<file path="config.mk">
export PLATFORM = sky130hd
export DESIGN_NAME = irq_summary_bank
export DESIGN_NICKNAME = d
export VERILOG_FILES = /design/src/rtl/irq_bank_pkg.sv /design/src/rtl/irq_sync.sv /design/src/rtl/irq_addr_decode.sv /design/src/rtl/irq_mask_bank.sv /design/src/rtl/irq_read_mux.sv /design/src/rtl/irq_lowest_pend.sv /design/src/rtl/irq_summary_bank.sv
export SDC_FILE = /design/constraint.sdc
export NUM_CORES = 1
export LEC_CHECK = 0
export ABC_AREA = 1
export BUFFER_PORTS_ARGS = -buffer_cell sky130_fd_sc_hd__buf_2
export CAP_MARGIN = 20
export CORE_MARGIN = 2
export CORE_UTILIZATION = 57
export DETAILED_ROUTE_END_ITERATION = 7
export PLACE_DENSITY = 0.8
export RECOVER_POWER = 25
export SETUP_SLACK_MARGIN = 0.02
export SLEW_MARGIN = 0
export SYNTH_ARGS = -nofsm -noshare
export SYNTH_HDL_FRONTEND = slang
export SYNTH_SLANG_ARGS = --single-unit
</file>
<file path="constraint.sdc">
create_clock -name clk -period 2.9 [get_ports clk]
set_input_delay 0.145 -clock clk [delete_from_list [all_inputs] [get_ports clk]]
set_output_delay 0.145 -clock clk [all_outputs]
set_load 0.02 [all_outputs]
</file>
<file path="src/rtl/irq_bank_pkg.sv">
package irq_bank_pkg;

  localparam int unsigned DEF_LINES  = 19;
  localparam int unsigned DEF_DATA_W = 8;
  localparam int unsigned DEF_ADDR_W = 12;

  function automatic int unsigned lanes_for(input int unsigned lines, input int unsigned width);
    return (lines + width - 1) / width;
  endfunction

endpackage

</file>
<file path="src/rtl/irq_sync.sv">
module irq_sync #(
  parameter int unsigned WIDTH  = 19,
  parameter int unsigned STAGES = 2
) (
  input  logic             clk,
  input  logic             rst,
  input  logic [WIDTH-1:0] d,
  output logic [WIDTH-1:0] q
);

  logic [WIDTH-1:0] stage_q [STAGES];

  always_ff @(posedge clk) begin
    if (rst) begin
      for (int s = 0; s < STAGES; s++) stage_q[s] <= '0;
    end else begin
      stage_q[0] <= d;
      for (int s = 1; s < STAGES; s++) stage_q[s] <= stage_q[s-1];
    end
  end

  assign q = stage_q[STAGES-1];

endmodule

</file>
<file path="src/rtl/irq_addr_decode.sv">
module irq_addr_decode #(
  parameter int unsigned          ADDR_W    = 12,
  parameter logic [ADDR_W-1:0]    BASE_ADDR = 12'h804,
  parameter int unsigned          NUM_LANES = 3,
  parameter int unsigned          LANE_W    = 2
) (
  input  logic [ADDR_W-1:0] addr,
  output logic              hit,
  output logic [LANE_W-1:0] lane
);

  logic [ADDR_W:0] ext_addr;
  logic [ADDR_W:0] ext_base;
  logic [ADDR_W:0] offset;

  always_comb begin
    ext_addr = {1'b0, addr};
    ext_base = {1'b0, BASE_ADDR};
    offset   = ext_addr - ext_base;
    hit      = (ext_addr >= ext_base) && (offset < (ADDR_W+1)'(NUM_LANES));
    lane     = offset[LANE_W-1:0];
  end

endmodule

</file>
<file path="src/rtl/irq_mask_bank.sv">
module irq_mask_bank #(
  parameter int unsigned NUM_REQ = 19,
  parameter int unsigned DATA_W  = 8,
  parameter int unsigned LANE_W  = 2
) (
  input  logic               clk,
  input  logic               rst,
  input  logic               wr_en,
  input  logic [LANE_W-1:0]  lane,
  input  logic [DATA_W-1:0]  wdata,
  output logic [NUM_REQ-1:0] mask
);

  for (genvar g = 0; g < NUM_REQ; g++) begin : g_bit
    localparam int unsigned MY_LANE = g / DATA_W;
    localparam int unsigned MY_POS  = g % DATA_W;
    always_ff @(posedge clk) begin
      if (rst) begin
        mask[g] <= 1'b1;
      end else if (wr_en && (lane == LANE_W'(MY_LANE))) begin
        mask[g] <= wdata[MY_POS];
      end
    end
  end

endmodule

</file>
<file path="src/rtl/irq_read_mux.sv">
module irq_read_mux #(
  parameter int unsigned NUM_REQ   = 19,
  parameter int unsigned DATA_W    = 8,
  parameter int unsigned NUM_LANES = 3,
  parameter int unsigned LANE_W    = 2
) (
  input  logic               clk,
  input  logic               rst,
  input  logic               rd_en,
  input  logic [LANE_W-1:0]  lane,
  input  logic [NUM_REQ-1:0] raw,
  output logic [DATA_W-1:0]  rdata
);

  localparam int unsigned PAD_W = NUM_LANES * DATA_W;

  logic [PAD_W-1:0]  raw_pad;
  logic [DATA_W-1:0] sel_byte;

  always_comb begin
    raw_pad              = '0;
    raw_pad[NUM_REQ-1:0] = raw;
    sel_byte             = '0;
    for (int l = 0; l < NUM_LANES; l++) begin
      if (lane == LANE_W'(l)) sel_byte = raw_pad[l*DATA_W +: DATA_W];
    end
  end

  always_ff @(posedge clk) begin
    if (rst)        rdata <= '0;
    else if (rd_en) rdata <= sel_byte;
    else            rdata <= '0;
  end

endmodule

</file>
<file path="src/rtl/irq_lowest_pend.sv">
module irq_lowest_pend #(
  parameter int unsigned NUM_REQ = 19,
  parameter int unsigned IDX_W   = 5
) (
  input  logic               clk,
  input  logic               rst,
  input  logic [NUM_REQ-1:0] pend,
  output logic               valid,
  output logic [IDX_W-1:0]   idx
);

  logic [IDX_W-1:0] idx_c;
  logic             any_c;

  always_comb begin
    idx_c = '0;
    any_c = 1'b0;
    for (int i = NUM_REQ - 1; i >= 0; i--) begin
      if (pend[i]) begin
        idx_c = IDX_W'(i);
        any_c = 1'b1;
      end
    end
  end

  always_ff @(posedge clk) begin
    if (rst) begin
      valid <= 1'b0;
      idx   <= '0;
    end else begin
      valid <= any_c;
      idx   <= idx_c;
    end
  end

endmodule

</file>
<file path="src/rtl/irq_summary_bank.sv">
module irq_summary_bank
  import irq_bank_pkg::*;
#(
  parameter int unsigned       NUM_REQ     = DEF_LINES,
  parameter int unsigned       DATA_W      = DEF_DATA_W,
  parameter int unsigned       ADDR_W      = DEF_ADDR_W,
  parameter logic [ADDR_W-1:0] BASE_ADDR   = 12'h804,
  parameter int unsigned       SYNC_STAGES = 2,
  localparam int unsigned      IDX_W       = (NUM_REQ > 1) ? $clog2(NUM_REQ) : 1
) (
  input  logic               clk,
  input  logic               rst,
  input  logic [NUM_REQ-1:0] req_in,
  input  logic [ADDR_W-1:0]  bus_addr,
  input  logic               bus_wr,
  input  logic               bus_rd,
  input  logic [DATA_W-1:0]  bus_wdata,
  output logic [DATA_W-1:0]  bus_rdata,
  output logic               irq_out,
  output logic               pend_valid,
  output logic [IDX_W-1:0]   pend_idx
);

  localparam int unsigned NUM_LANES = lanes_for(NUM_REQ, DATA_W);
  localparam int unsigned LANE_W    = (NUM_LANES > 1) ? $clog2(NUM_LANES) : 1;

  logic [NUM_REQ-1:0] raw_sync;
  logic [NUM_REQ-1:0] mask_q;
  logic [NUM_REQ-1:0] enabled;
  logic               addr_hit;
  logic [LANE_W-1:0]  addr_lane;

  irq_sync #(.WIDTH(NUM_REQ), .STAGES(SYNC_STAGES)) u_sync (
    .clk(clk), .rst(rst), .d(req_in), .q(raw_sync)
  );

  irq_addr_decode #(
    .ADDR_W(ADDR_W), .BASE_ADDR(BASE_ADDR), .NUM_LANES(NUM_LANES), .LANE_W(LANE_W)
  ) u_dec (
    .addr(bus_addr), .hit(addr_hit), .lane(addr_lane)
  );

  irq_mask_bank #(.NUM_REQ(NUM_REQ), .DATA_W(DATA_W), .LANE_W(LANE_W)) u_mask (
    .clk(clk), .rst(rst), .wr_en(bus_wr && addr_hit), .lane(addr_lane),
    .wdata(bus_wdata), .mask(mask_q)
  );

  irq_read_mux #(
    .NUM_REQ(NUM_REQ), .DATA_W(DATA_W), .NUM_LANES(NUM_LANES), .LANE_W(LANE_W)
  ) u_rd (
    .clk(clk), .rst(rst), .rd_en(bus_rd && addr_hit), .lane(addr_lane),
    .raw(raw_sync), .rdata(bus_rdata)
  );

  assign enabled = raw_sync & ~mask_q;

  irq_lowest_pend #(.NUM_REQ(NUM_REQ), .IDX_W(IDX_W)) u_pend (
    .clk(clk), .rst(rst), .pend(enabled), .valid(pend_valid), .idx(pend_idx)
  );

  always_ff @(posedge clk) begin
    if (rst) irq_out <= 1'b0;
    else     irq_out <= |enabled;
  end

endmodule


</file>
[Word level (Yosys, flattened, before mapping)]
Memory sizes are Yosys's and may differ from the RTL's.
Cells that the tools add are included.
Operators by class
  $add $sub $neg: 1
  $lt $le $gt $ge: 2
  equality and inequality tests: 2
  multiplexer cells: 45
  bitwise operators: 5
  reductions and logical operators: 15
Operators with widths (count)
  2-to-1 mux 19 bit: 2
  2-to-1 mux 4 bit: 8
  2-to-1 mux 1 bit: 23
  AND 19 bit: 1
  NOT 19 bit: 1
  OR reduction 19 bit: 1
  OR reduction 17 bit: 1
  2-to-1 mux 8 bit: 2
  2-to-1 mux 3 bit: 5
  2-to-1 mux 5 bit: 3
  less-than comparator 13 x 2 -> 1 bit (second input constant): 1
  subtractor 12 x 12 -> 13 bit (second input constant): 1
  >= comparator 12 bit (second input constant): 1
  OR reduction 9 bit: 1
  logical AND 1 bit: 6
  OR reduction 3 bit: 2
  OR reduction 5 bit: 1
  2-to-1 mux 2 bit: 2
  OR reduction 2 bit: 2
  == test 2 x 1 -> 1 bit (second input constant): 1
  == test 2 bit (second input constant): 1
  logical NOT 2 bit: 1
  bitwise OR 1 bit: 2
  NOT 1 bit: 1
Word-level totals
  register bits: 34
  RAM bits: 38
  input bits: 43
  output and inout bits: 15
  memories: 1
Memories
  u_sync.stage_q: depth 2, bits a word 19, rd ports 2, clocked after memory_dff 0, write ports 2, line irq_sync.sv:11  | logic [WIDTH-1:0] stage_q [STAGES];

[Logic depth before layout (Yosys ltp)]
Gate-level depths: netlist of the first run.
  word-level depth: 21
  gate-level depth with buffers: 18

[Hierarchy]
From an unflattened synthesis of the first run, not the netlist that was laid out.
Second synthesis, totals
  cells, all modules: 443
  area total of the unflattened synthesis: 3160.5 um2
By module, submodules not included
  irq_sync: instances 1, cells each 137, area each 1227.4 um2
  irq_mask_bank: instances 1, cells each 87, area each 757.0 um2
  irq_lowest_pend: instances 1, cells each 66, area each 384.1 um2
  irq_read_mux: instances 1, cells each 48, area each 342.8 um2
  irq_summary_bank: instances 1, cells each 76, area each 324.1 um2
  irq_addr_decode: instances 1, cells each 29, area each 125.1 um2

[Worst setup path before layout of the first run]
No wires, ideal clock.
  path type: input to register
  start point: input port bus_addr[2]
  end point: register u_mask.mask[5]
  setup time: 0.138 ns
  arrival time: 1.278 ns
  data required time: 2.762 ns
  path slack: 1.484 ns
  stages: 9
  cells stage by stage: inv_1 -> ha_1 -> nand2_1 -> nor4_2 -> o2111a_2 -> nand3_2 -> buf_6 -> nand2_1 -> o211ai_1
Between the ends
  longest elaborated chain between the ends: 5
RTL lines
  start: declaration: line irq_summary_bank.sv:14  | input logic [ADDR_W-1:0] bus_addr,
  subtractor 12 x 12 -> 13 bit: line irq_addr_decode.sv:19  | offset = ext_addr - ext_base;
  less-than comparator 13 x 2 -> 1 bit: line irq_addr_decode.sv:20  | hit = (ext_addr >= ext_base) && (offset < (ADDR_W+1)'(NUM_LANES));
  logical AND 1 bit *: line irq_addr_decode.sv:20
  logical AND 1 bit *: line irq_summary_bank.sv:44  | .clk(clk), .rst(rst), .wr_en(bus_wr && addr_hit), .lane(addr_lane),
  logical AND 1 bit *: line irq_mask_bank.sv:20  | end else if (wr_en && (lane == LANE_W'(MY_LANE))) begin
  end signal: indexed assignment: line irq_mask_bank.sv:21  | mask[g] <= wdata[MY_POS];
  end: declaration: line irq_mask_bank.sv:11  | output logic [NUM_REQ-1:0] mask
Every way passes the cells marked *; elsewhere a longest branch is shown, timed or not.
A chain may end at the register's enable or synchronous reset.

[Final worst setup path of the first run]
  start point: input port rst
  end point: register u_pend.idx[3]
Between the ends
  longest elaborated chain between the ends: 1
RTL lines
  start: declaration: line irq_summary_bank.sv:12  | input logic rst,
  OR reduction 9 bit (no line)
  end signal: assignment: line irq_lowest_pend.sv:32  | idx <= idx_c;
  end: declaration: line irq_lowest_pend.sv:9  | output logic [IDX_W-1:0] idx
No other way between the ends.

==> flow_summary.json, run 1 <==
{
  "grt_max_degree": 42,
  "design_area_um2": 3300,
  "antenna_found_initial": 0,
  "synth-seq-cells": 72,
  "crit_path_max_fanout": 41,
  "r2r_start": "u_sync.stage_q[0][36]",
  "cts_max_level": 3,
  "ir_drop_v": 0.000477,
  "slew_viol_final": 42,
  "critPathBufInv": 2,
  "dp_hpwl_um": 3620,
  "synth_largest_area_cell": "dfxtp_1",
  "fmax_mhz": 616,
  "path_cells": "clkbuf_1 -> clkbuf_1 -> nor2_1 -> nand3_1 -> nor2_1",
  "path_clk_slew_ps": 70,
  "power_uw": 1870,
  "run_status": "finished with violations",
  "cp_num_cells": 5,
  "arrival_ps": 1860,
  "cp-start-kind": "primary input",
  "period_needed_ps": 1620,
  "placed_area_um2": 2960,
  "fin_tns_setup_ps": 0,
  "synth_edf_count": 0,
  "min_path_type": "primary input to register",
  "reg2reg_slack_ps": 1420,
  "diodes": 0,
  "grt_usage": 0.216,
  "rows": 24,
  "synth_warnings": 0,
  "core_area_um2": 4410,
  "gr-total-overflow": 0,
  "holdWs_ps": 6.23,
  "yosysSeqAreaShare": 0.543,
  "via_count": 2179,
  "crit_slowest_cell": "clkbuf_1",
  "dieArea_um2": 5220,
  "skew_ps": 5.43,
  "initial_core_util": 0.601,
  "max_stage_delay_ps": 1160,
  "hold_viol": 0,
  "first_pass_iters": 4,
  "synth_top_area_frac": 0.543,
  "drt-wirelength-per-cell_um": 10.8,
  "fin_nets": 459,
  "final_core_util": 0.747,
  "clock_latency_ps": 340,
  "netlist_area_um2": 2650,
  "powerDensity_nw_per_um2": 568,
  "syn2layout_area_growth_pct": 24.3,
  "slew_headroom": -0.0461,
  "register_area_um2": 1440,
  "violations": "max-capacitance violations, max-slew violations",
  "reg2reg_depth": 18,
  "die_w_um": 72.2,
  "synthTopCellsByArea": "dfxtp_1, nand2_1, inv_1, nor2_1, o211ai_1",
  "via_per_inst": 4.62,
  "drive_gt1_frac": 0.195,
  "synth.most_common_cell": "nand2_1",
  "crit_end": "u_pend.idx[3]",
  "rsz0062_at_grt": "no",
  "die_h_um": 72.2,
  "syn_nets": 384,
  "clockBufferDepth": 2,
  "cts.sinks": 72,
  "p_leak_uw": 0.00186,
  "wl_um": 5100,
  "critical_path.startpoint": "rst",
  "first_iter_violations": 99,
  "synth_cells": 340,
  "cts_tree": "built",
  "critPathKind": "primary input to register",
  "remaining_drc_errors": 0,
  "end_kind": "register",
  "ctsResizeCount": 0,
  "setup_viol": 0,
  "crit_family": "buffers and inverters",
  "tightest_slew_ps": 1570,
  "ys.flop_type": "dfxtp_1",
  "cts_buffers": 9,
  "grt_pass1_wl_um": 8570,
  "yosysUniqueCellTypes": 21,
  "port_buffers": 57,
  "place.gp.congestion": 0.839,
  "root_buffer": "clkbuf_8",
  "num_io_pins": 58,
  "synth_async_sr_flop_share": 0,
  "netlist_top_cells_count": "nand2_1, inv_1, dfxtp_1",
  "avgSynthCellArea_um2": 7.81,
  "maxCapViolCount": 1,
  "crit_required_ps": 3140,
  "period_share": 0.559,
  "grt_pass1_vias": 2058,
  "antenna_left": 0,
  "multi_input_area_um2": 878,
  "r2r_end": "u_pend.idx[0]",
  "fillCellCount": 333
}
[timing repair]
action	in CTS	in global routing
endpoints found under the hold margin	15	0
endpoints found under the setup margin	0	0
setup buffers	0	0
hold buffers	15	0
[report_power, final]
part	switching [uW]	leakage [uW]	internal, uW
combinational	52.1	0.00118	49.0
clock	348	0.0000908	401
sequential	9.64	0.000589	1010
[worst register-to-register path, stage by stage (launching register included)]
cell     delay [ps]
dfxtp_1         340
inv_1            60
nor2_1           80
nand2_1          70
nand2_1          60
nand2_1          50
nand2_1          50
nand2_1          40
nand2_1          50
nand2_1          50
nand2_1          50
nand2_1          50
nand2_1          50
nand2_1          40
nand2_1          50
nand2_1          50
nand2_1          60
nand2_1          50
a21oi_1         160
[state kept, by name, summed over array words and instances (netlist names)]
register        count
u_pend.valid        1
u_mask.mask        19
irq_out             1
u_sync.stage_q     38
u_pend.idx          5
u_rd.rdata          8
[cells in the final DEF (no fill, tap or decap), drive strengths merged]
master       Yosys  routed
ha               1       1
or2              1       1
o21bai           2       2
nor3             4       4
nand3            5       5
clkbuf           7      14
inv             76      76
bufinv           0       1
o211ai          19      19
a31oi            6       6
dfxtp           72      72
clkinv           0       2
xnor2            1       1
nor2            51      51
nor4             1       1
o2111a           1       1
clkinvlp         0       1
dlygate4sd3      0      15
a21oi            8       8
nand2           82      82
o21ai            1       1
buf              2      56
[layer usage]
metal | vias up | track usage | share of wire
met4 | 0 | 0.111 | 0.022
met3 | 13 | 0.0708 | 0.058
met1 | 929 | 0.266 | 0.46
met2 | 61 | 0.338 | 0.46
met5 | - | 0 | 0
li1 | 1176 | - | -
[per-stage QoR]
stage / cells / worst slack, ps
global route: 472 / 1030
finish: 472 / 1280
detailed placement: 441 / 1240
CTS: 472 / 1420
global placement: 441 / 1310
floorplan: 340 / 1480
[how the worst min path moves through the flow]
stage,from,slack (ps),endpoint,cells past startpoint
2_1_floorplan,req_in[0],250,u_sync.stage_q[0][0],2
3_3_place_gp,req_in[14],340,u_sync.stage_q[0][14],3
3_5_place_dp,req_in[3],350,u_sync.stage_q[0][3],3
4_1_cts,req_in[10],0.8,u_sync.stage_q[0][10],3
5_1_grt,req_in[10],5,u_sync.stage_q[0][10],3
6_report,req_in[0],6,u_sync.stage_q[0][0],3
[area by class of cell]
class                      instances  share of cell area
clock buffer                      12              0.0410
clock inverter                     4              0.0167
inverter                          76              0.0865
multi-input combinational        183               0.266
sequential                        72               0.437
tap                               52              0.0197
timing repair buffer              73               0.133
[kinds of logic (layout without fill, tap and decap cells)]
group | after synthesis | after routing | share of synthesized area
adder cells (fa/ha/maj) | 1 | 1 | 0.00471
AND/OR/NAND/NOR | 144 | 144 | 0.221
AO/OA/AOI/OAI | 37 | 37 | 0.102
XOR/XNOR | 1 | 1 | 0.00330
flip-flops | 72 | 72 | 0.543
buffers and inverters | 85 | 165 | 0.126
No activity file was read; power rests on OpenSTA's default activity.
==> inputs of run 2 (changes only) <==
--- a/config.mk
+++ b/config.mk
@@ -9,9 +9,9 @@
 export BUFFER_PORTS_ARGS = -buffer_cell sky130_fd_sc_hd__buf_2
 export CAP_MARGIN = 20
 export CORE_MARGIN = 2
-export CORE_UTILIZATION = 57
+export CORE_UTILIZATION = 53
 export DETAILED_ROUTE_END_ITERATION = 7
-export PLACE_DENSITY = 0.8
+export PLACE_DENSITY = 0.75
 export RECOVER_POWER = 25
 export SETUP_SLACK_MARGIN = 0.02
 export SLEW_MARGIN = 0
==> constraint.sdc (replaced) <==
create_clock -name clk -period 1.5 [get_ports clk]
set_input_delay 0.075 -clock clk [delete_from_list [all_inputs] [get_ports clk]]
set_output_delay 0.075 -clock clk [all_outputs]
set_load 0.02 [all_outputs]
==> run 2 against run 1 <==
  * Clock-buffer cell count shrank 2
  * The run now ends clean
  * First-iteration DRC count is 16% lower
  * Global-route usage is 0.49 points lower
  * Register-to-register slack worse by 1400 ps
  * Largest power group unchanged
  * Power grew 100%
  * Highest routed layer unchanged
==> flow_summary.json, run 2 (synthesis results as in run 1) <==
{
  "ir_drop_v": 0.000872,
  "powerDensity_nw_per_um2": 1110,
  "die_h_um": 74.8,
  "cp_num_cells": 18,
  "final_common_cell": "nand2_1",
  "reg_top3": "u_sync.stage_q: 38 flops, u_mask.mask: 19 flops, u_rd.rdata: 8 flops",
  "clockBufferDepth": 2,
  "maxCapViolCount": 0,
  "initial_core_util": 0.555,
  "drt-wirelength-per-cell_um": 10.7,
  "place.gp.congestion": 0.943,
  "placed_area_um2": 3010,
  "fmax_mhz": 675,
  "grt_usage": 0.211,
  "register_area_um2": 1440,
  "grt_pass1_vias": 1942,
  "cts_max_level": 3,
  "multi_input_area_um2": 887,
  "gr-total-overflow": 0,
  "hold_viol": 0,
  "period_needed_ps": 1480,
  "cts_tree": "built",
  "fillCellCount": 395,
  "diodes": 0,
  "antenna_left": 0,
  "path_clk_slew_ps": 70,
  "fin_nets": 468,
  "crit_path_frequent_cell": "nand2_1",
  "dieArea_um2": 5590,
  "p_leak_uw": 0.00193,
  "period_share": 0.987,
  "setup_viol": 0,
  "grt_max_degree": 41,
  "crit_required_ps": 1780,
  "via_per_inst": 4.49,
  "port_buffers": 57,
  "cts.sinks": 72,
  "end_kind": "register",
  "syn2layout_area_growth_pct": 29.2,
  "num_io_pins": 58,
  "max_stage_delay_ps": 340,
  "rsz0062_at_grt": "yes",
  "die_w_um": 74.8,
  "wl_um": 5290,
  "drive_gt1_frac": 0.222,
  "clock_latency_ps": 350,
  "via_count": 2221,
  "root_buffer": "clkbuf_8",
  "slew_viol_final": 0,
  "crit_slowest_cell": "dfxtp_2",
  "rows": 25,
  "path_cells": "inv_2 -> nor2_2 -> nand2_1 -> nand2_1 -> nand2_1 -> nand2_1 -> nand2_1 -> nand2_1 -> nand2_1 -> nand2_1 -> nand2_1 -> nand2_1 -> nand2_1 -> nand2_1 -> nand2_1 -> nand2_1 -> nand2_2 -> a21oi_2",
  "r2r_end": "u_pend.idx[0]",
  "crit_family": "simple AND/OR/NAND/NOR gates",
  "largest_reg_flops": 38,
  "crit_path_max_fanout": 2,
  "slew_headroom": 0.762,
  "remaining_drc_errors": 0,
  "crit_end": "u_pend.idx[0]",
  "skew_ps": 6.75,
  "final_cell_mix": "nand2_1, inv_1, dfxtp_1, buf_2, nor2_1",
  "antenna_found_initial": 0,
  "first_iter_violations": 83,
  "final_core_util": 0.717,
  "cp-start-kind": "register",
  "hold_depth": 3,
  "r2r_start": "u_sync.stage_q[0][36]",
  "dp_hpwl_um": 3680,
  "critPathKind": "register to register",
  "first_pass_iters": 4,
  "regMostFlops": "u_sync.stage_q",
  "cts_buffers": 9,
  "min_path_type": "primary input to register",
  "run_status": "finished, final reports clean",
  "grt_pass1_wl_um": 8560,
  "reg2reg_depth": 18,
  "tightest_slew_ps": 358,
  "critical_path.startpoint": "u_sync.stage_q[0][36]",
  "reg2reg_slack_ps": 20,
  "core_area_um2": 4790,
  "arrival_ps": 1770,
  "critPathBufInv": 1,
  "design_area_um2": 3430
}
==> run 2: cell types whose count changed in the layout (fill, tap and decap cells not counted), sizes merged <==
cell,delta
bufinv,+1
dlygate4sd3,+4
buf,+7
clkbuf,-4
clkinvlp,-1
clkinv,+1
==> run 2: worst min path at each step <==
stage | slack, ps | start | to
finish | 30 | bus_wdata[6] | u_mask.mask[6]
global route | 30 | bus_wdata[3] | u_mask.mask[3]
CTS | 20 | bus_wdata[3] | u_mask.mask[3]
detailed placement | 280 | req_in[4] | u_sync.stage_q[0][4]
global placement | 270 | req_in[0] | u_sync.stage_q[0][0]
floorplan | 180 | req_in[0] | u_sync.stage_q[0][0]
==> run 2: tightest hold or removal path: cells and delay by family <==
family | cells | cell delay (ps)
AO/OA/AOI/OAI | 1 | 90
buffers and inverters | 2 | 150
==> run 2: final cells by class <==
cell class	instances	area share
Timing Repair Buffer	82	0.152
Clock buffer	10	0.0372
Clock inverter	5	0.0241
Inverter	76	0.0832
Multi-Input combinational cell	183	0.259
Sequential cell	72	0.421
Tap cell	67	0.0244
==> run 2: where the power goes <==
group / internal [uW] / switching, uW / total, uW
logic: 108 / 103 / 212
clock network: 930 / 694 / 1620
registers: 1960 / 18.2 / 1980
total: 3000 / 816 / 3810
==> run 2: layer usage <==
layer,GRT usage,part of all wire
met1,0.262,0.46
met4,0.0952,0.025
met5,0,0
met3,0.0776,0.054
met2,0.329,0.46
==> run 2: per-stage QoR <==
step           setup TNS (ps)  power (uW)  hold WS [ps]  setup WS, ps  instances
6_report                    0        3810          28.5          18.8        495
2_1_floorplan               0        2110           182           154        340
3_3_place_gp            -90.5        2190           273         -13.0        460
4_1_cts                     0        3850          22.7          27.4        494
3_5_place_dp             -598        2190           281         -52.1        460
5_1_grt                  -167        3960          29.3          -167        495
==> run 2: timing repair <==
item | 4_1_cts | 5_1_grt
buffers inserted | 0 | 1
hold endpoints to repair | 19 | 0
hold buffers | 19 | 0
resized for setup | 1 | 4
setup endpoints to repair | 1 | 1
pin swaps | 0 | 4
